**config.mk**
```make
export PLATFORM = sky130hd
export DESIGN_NAME = digit_scan_mux
export DESIGN_NICKNAME = d
export VERILOG_FILES = /design/src/rtl/scan_pkg.sv /design/src/rtl/scan_tick_gen.sv /design/src/rtl/scan_ring.sv /design/src/rtl/digit_mux.sv /design/src/rtl/digit_scan_mux.sv
export SDC_FILE = /design/constraint.sdc
export NUM_CORES = 1
export LEC_CHECK = 0
export BUFFER_PORTS_ARGS = -buffer_cell sky130_fd_sc_hd__buf_2
export CORE_MARGIN = 3
export CORE_UTILIZATION = 35
export DETAILED_ROUTE_END_ITERATION = 16
export MAX_ROUTING_LAYER = met4
export PLACE_DENSITY = 0.66
export SYNTH_ARGS = -nofsm -noshare
export SYNTH_HDL_FRONTEND = slang
export SYNTH_SLANG_ARGS = --single-unit
```
**constraint.sdc**
```tcl
create_clock -name clk -period 5.1 [get_ports clk]
set_input_delay 0.255 -clock clk [delete_from_list [all_inputs] [get_ports clk]]
set_output_delay 0.255 -clock clk [all_outputs]
set_load 0.01 [all_outputs]
```
**src/rtl/scan_pkg.sv**
```systemverilog
package scan_pkg;
  typedef enum logic {
    SRC_DIVIDER  = 1'b0,
    SRC_EXTERNAL = 1'b1
  } scan_src_e;
endpackage

```
**src/rtl/scan_tick_gen.sv**
```systemverilog
module scan_tick_gen
  import scan_pkg::*;
#(
  parameter int DIV_W       = 16,
  parameter int SYNC_STAGES = 2
) (
  input  logic             clk,
  input  logic             mreset,
  input  scan_src_e        src,
  input  logic             ext_scan,
  input  logic [DIV_W-1:0] div_limit,
  output logic             step
);
  // Synchronizer stages plus one history bit for the edge detector.
  localparam int HIST = SYNC_STAGES + 1;

  logic [DIV_W-1:0] cnt_q;
  logic [HIST-1:0]  sync_q;
  logic             term;
  logic             ext_rise;

  always_ff @(posedge clk) begin
    sync_q <= {sync_q[HIST-2:0], ext_scan};
  end

  assign ext_rise = sync_q[SYNC_STAGES-1] & ~sync_q[SYNC_STAGES];
  // ">=" so that lowering the limit mid-count still terminates promptly.
  assign term     = (cnt_q >= div_limit);

  always_ff @(posedge clk) begin
    if (mreset || src != SRC_DIVIDER) begin
      cnt_q <= '0;
    end else if (term) begin
      cnt_q <= '0;
    end else begin
      cnt_q <= cnt_q + 1'b1;
    end
  end

  always_comb begin
    step = 1'b0;
    if (!mreset) begin
      step = (src == SRC_DIVIDER) ? term : ext_rise;
    end
  end
endmodule

```
**src/rtl/scan_ring.sv**
```systemverilog
module scan_ring #(
  parameter int N = 3
) (
  input  logic                 clk,
  input  logic                 mreset,
  input  logic                 step,
  output logic [N-1:0]         ring,
  output logic [$clog2(N)-1:0] idx
);
  localparam int IW = $clog2(N);

  always_ff @(posedge clk) begin
    if (mreset) begin
      ring <= N'(1);
    end else if (step) begin
      ring <= {ring[N-2:0], ring[N-1]};
    end
  end

  always_comb begin
    idx = '0;
    for (int i = 0; i < N; i++) begin
      if (ring[i]) idx = IW'(i);
    end
  end
endmodule

```
**src/rtl/digit_mux.sv**
```systemverilog
module digit_mux #(
  parameter int N  = 3,
  parameter int DW = 4
) (
  input  logic                 blank,
  input  logic [N-1:0]         ring,
  input  logic [$clog2(N)-1:0] idx,
  input  logic [N*DW-1:0]      digits,
  output logic [DW-1:0]        bcd,
  output logic [N-1:0]         sel_n
);
  logic [DW-1:0] dig_arr [N];

  for (genvar g = 0; g < N; g++) begin : g_unpack
    assign dig_arr[g] = digits[g*DW +: DW];
  end

  assign sel_n = blank ? '1 : ~ring;
  assign bcd   = blank ? '0 : dig_arr[idx];
endmodule

```
**src/rtl/digit_scan_mux.sv**
```systemverilog
module digit_scan_mux
  import scan_pkg::*;
#(
  parameter int DIGITS  = 3,
  parameter int DIGIT_W = 4,
  parameter int DIV_W   = 16
) (
  input  logic                      clk,
  input  logic                      mreset,
  input  logic                      use_ext,
  input  logic                      ext_scan,
  input  logic [DIV_W-1:0]          div_limit,
  input  logic [DIGITS*DIGIT_W-1:0] digits_in,
  output logic [DIGIT_W-1:0]        bcd_out,
  output logic [DIGITS-1:0]         sel_n
);
  localparam int IDX_W = $clog2(DIGITS);

  logic              step;
  logic [DIGITS-1:0] ring;
  logic [IDX_W-1:0]  idx;

  scan_tick_gen #(.DIV_W(DIV_W), .SYNC_STAGES(2)) u_tick (
    .clk       (clk),
    .mreset    (mreset),
    .src       (scan_src_e'(use_ext)),
    .ext_scan  (ext_scan),
    .div_limit (div_limit),
    .step      (step)
  );

  scan_ring #(.N(DIGITS)) u_ring (
    .clk    (clk),
    .mreset (mreset),
    .step   (step),
    .ring   (ring),
    .idx    (idx)
  );

  digit_mux #(.N(DIGITS), .DW(DIGIT_W)) u_mux (
    .blank  (mreset),
    .ring   (ring),
    .idx    (idx),
    .digits (digits_in),
    .bcd    (bcd_out),
    .sel_n  (sel_n)
  );
endmodule

```
Word-level counts from Yosys, hierarchy flattened
Index checks and enable logic that the tools add are counted.
{ "totals": {"regBits": 22, "inputBits": 32, "output_inout_bits": 7, "elab_cells": 21} }
{ "op_classes": {"n_addsub": 1, "n_lt_le_gt_ge": 2, "n_mux": 9, "bitwise": 4, "reduce_logical": 2} }
{ "ops": {"columns": ["op", "n"], "rows": [
  ["16-bit by 1-bit adder with 16-bit output, second input constant", 1],
  ["16-bit >= comparator", 1],
  ["4-bit two-way mux", 3],
  ["4-bit binary-select mux with 2-bit select", 1],
  ["3-bit >= comparator, second input constant", 1],
  ["1-bit two-way mux", 3],
  ["3-bit two-way mux", 1],
  ["2-bit NOT with 3-bit output", 1],
  ["3-bit NOT", 1],
  ["2-bit two-way mux", 1],
  ["2-bit OR reduction", 1],
  ["1-bit AND", 1],
  ["1-bit logical OR", 1],
  ["1-bit NOT", 1]
]} }

Longest topological paths before layout
{ "depth": {"ltp_word": 7, "mapped_depth": 8, "ltp_nobuf": 7} }

Cells and area by module
From an unflattened synthesis, not the netlist that was laid out.
{ "hier_totals": {"cells_unflattened": 168, "hier_area_um2": 1511.4} }
{ "modules_own_cells": {"columns": ["module", "instances", "cells_each", "area_each_um2", "seq_area_each_um2"], "rows": [
  ["scan_tick_gen", 1, 136, 1222.4, 380.4],
  ["digit_mux", 1, 21, 172.7, 0.0],
  ["scan_ring", 1, 11, 116.4, 60.1]
]} }

Least setup slack after synthesis
Ideal clock, no wire load.
{ "synth_path": {"path_type": "reg2reg", "from": "register u_tick.cnt_q[13]", "to": "register u_ring.ring[2]", "setup_ps": 72, "t_arrival_ps": 1998, "required_ps": 5028, "slack_ps": 3030, "path_stages_with_launch": 7, "n_path_buf": 0, "period_less_slack_ps": 2070, "path_cell_list": "dfxtp_1 -> ha_1 -> nand4_1 -> or3_1 -> or4_4 -> a32oi_4 -> mux2i_1"} }
{ "synth_between": {"elab_chain_len": 3} }
{ "synth_rtl": {"columns": ["element", "line", "text"], "rows": [
  ["from (decl)", "scan_tick_gen.sv:17", "logic [DIV_W-1:0] cnt_q;"],
  ["from (signal assigned)", "scan_tick_gen.sv:36", "cnt_q <= cnt_q + 1'b1;"],
  ["16-bit >= comparator", "scan_tick_gen.sv:28", "assign term = (cnt_q >= div_limit);"],
  ["1-bit two-way mux", "scan_tick_gen.sv:43", "step = (src == SRC_DIVIDER) ? term : ext_rise;"],
  ["1-bit two-way mux", "scan_tick_gen.sv:42", "if (!mreset) begin"],
  ["to (signal assigned)", "scan_ring.sv:16", "ring <= {ring[N-2:0], ring[N-1]};"],
  ["to (decl)", "scan_ring.sv:7", "output logic [N-1:0] ring,"]
]} }
Every way passes these cells.
A chain may end at the register's enable or synchronous reset.

Final worst setup path
Same ends and word-level chain as after synthesis.

==> results.ini <==
[run_status]
status = complete, no violations

[timing]
hold_viol = 0
fmax_ghz = 0.445
setup_violations = 0
timing.final.crit_share = 0.440
rsz0062_at_grt = false
fin_setup_tns_ns = 0
slew_headroom = 0.694
fin_skew_ns = 0.00753
finalMaxSlewViolations = 0
fin_crit_ns = 2.25
tightest_slew_ns = 0.456

[yosys]
synthArstFlopShare = 0
synthCells = 159
syn_area_um2 = 1350
synth.mux.area_fraction = 0.0519
syn_area_per_cell_um2 = 8.48
ys_seq_area_frac = 0.327
synth_xor_area_frac = 0.0909
ys_ff_latch = 22
synth_top_family_by_area = simple AND/OR/NAND/NOR gates
yosys.area.top_type = dfxtp_1
synth_nets = 208
synthTopCellsByArea = dfxtp_1 (33%), ha_1 (16%), nor2_1 (8.1%), xor2_1 (7.1%), mux2i_1 (5.2%)
synthTopCellsByCount = nor2_1 (29), dfxtp_1 (22), inv_1 (18), ha_1 (17), xor2_1 (11)
synth_top_area_frac = 0.327
ys_warn_count = 0
synth_edf_count = 0
synth_compound_area_frac = 0.0788
ys_types = 26
yosys_most_used_dff = dfxtp_1
yosys.area_share.adder = 0.158
synth_most_common_cell = nor2_1
synthSimpleGateAreaFrac = 0.228

[grt]
grt_pass1_vias = 1014
grt.total_usage = 0.123
grt_pass1_wl_um = 4300
antenna_found_initial = 0
grt_max_degree = 17
overflow = 0

[place]
post-dp-hpwl_um = 2120
gp_congestion = 0.735
port_buffers = 38

[floorplanning]
die_y_um = 68.1
row_count = 21
die_x_um = 68.1
die_area_um2 = 4630
start_util = 0.383
coreArea_um2 = 3520
pin_count = 39

[worst_hold_path]
hold_start = ext_scan
min_path_type = in2reg
holdPathEnd = u_tick.sync_q[0]
min_delay_path_depth = 1

[power]
sw_frac_of_total = 0.228
ir_worst_vdd_mv = 0.180
clkPwrFrac = 0.351
p_comb_frac = 0.134
powerDensity_nw_per_um2 = 214
power.leakage_nw = 0.787
finalPower_uw = 348
switchingPower_uw = 79.5
intPower_uw = 269
sequentialPowerShare = 0.515

[cts]
clockBufferDepth = 2
cts_hold_buffers = 0
cts-resized-gates = 0
cts_tree = yes
clock_latency_ns = 0.26
clk_pin_slew_ns = 0.08
cts_setup_buffers = 0
cts_root_buf = clkbuf_8
cts_sinks = 22
htree_levels = 1
numCtsBuffers = 3

[worst_setup_path]
crit_path_cell_trace = ha_1 > nand4_1 > or3_1 > or4_4 > a32oi_4 > mux2i_1
start_kind = register
crit_type = reg2reg
crit_fanout = 3
worstSetupEndpointType = register
slowest_delay_ns = 0.45
reg2reg_from = u_tick.cnt_q[13]
cp.required_ns = 5.29
reg2reg_depth = 6
slowest_stage = or4_4
rr_endpoint = u_ring.ring[2]
arrival_ns = 2.43
r2r_slack_ns = 2.85

[detailed_routing]
initialDrtViolationCount = 85
drc_errors = 0
dr_total_vias = 1134
drtAntennaViolNets = 0
first_pass_iters = 4
routed_wl_um = 2610
viasPerCell = 4.69
drt-wirelength-per-cell_um = 10.8

[finish]
antenna_cells = 0
drive_above_1_share = 0.230
nFillCells = 379
nets = 246
area_growth_pct = 20.9

[flow_run]
maxCapViolations = 0

[flip-flops by register name (all words and copies together) (netlist names)]
| register | flops |
|---|---|
| u_tick.sync_q | 3 |
| u_ring.ring | 3 |
| u_tick.cnt_q | 16 |
[power groups by stage]
stage / clock (mW) / sequential (mW) / combinational, mW
final: 0.122 / 0.179 / 0.0468
after global routing: 0.133 / 0.180 / 0.0537
after CTS: 0.127 / 0.179 / 0.0478
after detailed placement: 0 / 0.183 / 0.0471
after global placement: 0 / 0.183 / 0.0468
after floorplan: 0 / 0.181 / 0.0299
[worst max-delay path, delay by kind of cell, from the launching register on]
family	cells	cell delay (ns)
AO/OA/AOI/OAI	1	0.30
multiplexers	1	0.22
AND/OR/NAND/NOR	3	1.01
adder cells (fa/ha/maj)	1	0.30
flip-flops	1	0.34
[cells by family after synthesis]
| logic type | count (synthesis) |
|---|---|
| AO/OA/AOI/OAI | 15 |
| XOR/XNOR | 14 |
| adder cells (fa/ha/maj) | 17 |
| buffers and inverters | 23 |
| flip-flops | 22 |
| multiplexers | 7 |
| AND/OR/NAND/NOR | 61 |
[cell usage in the layout, fill, tap and decap left out, drive strengths merged, types with 4 or more instances in the layout]
cell and count:
a21oi 8, buf 38, clkbuf 4, dfxtp 22, ha 17, inv 18, mux2i 7, nand2 5
nand2b 5, nand3 6, nand4 5, nor2 29, xor2 11
[worst max-delay path by stage]
| stage | depth (start not counted) | to | startpoint |
|---|---|---|---|
| floorplan | 6 | u_ring.ring[2] | u_tick.cnt_q[13] |
| global placement | 8 | u_ring.ring[1] | div_limit[13] |
| detailed placement | 8 | u_ring.ring[2] | div_limit[13] |
| CTS | 6 | u_ring.ring[2] | u_tick.cnt_q[9] |
| global route | 7 | u_tick.cnt_q[5] | u_tick.cnt_q[0] |
| finish | 6 | u_ring.ring[2] | u_tick.cnt_q[13] |
[per-stage QoR]
| step | area (um2) | instances | hold slack (ns) | setup WS (ns) | util |
|---|---|---|---|---|---|
| final | 1630 | 242 | 0.0934 | 2.85 | 0.463 |
| after global routing | 1630 | 242 | 0.0830 | 2.72 | 0.463 |
| after CTS | 1630 | 242 | 0.0874 | 2.85 | 0.463 |
| after detailed placement | 1580 | 238 | 0.313 | 2.85 | 0.447 |
| after global placement | 1580 | 238 | 0.311 | 2.84 | 0.447 |
| after floorplan | 1350 | 159 | 0.283 | 3.03 | - |
[area by class of cell]
type | instances | area [um2] | area share
Sequential cell | 22 | 440 | 0.270
Inverter | 18 | 67.6 | 0.0414
Clock buffer | 4 | 55.1 | 0.0338
Multi-Input combinational cell | 114 | 820 | 0.503
Tap cell | 46 | 57.6 | 0.0353
Timing Repair Buffer | 38 | 190 | 0.117
[layer usage]
layer  part of all wire  global-route usage
met5                  0                   -
met4             0.0046              0.0149
met3              0.041              0.0394
met2               0.48               0.191
met1               0.47               0.162
Power figures use the tool's default switching activity.
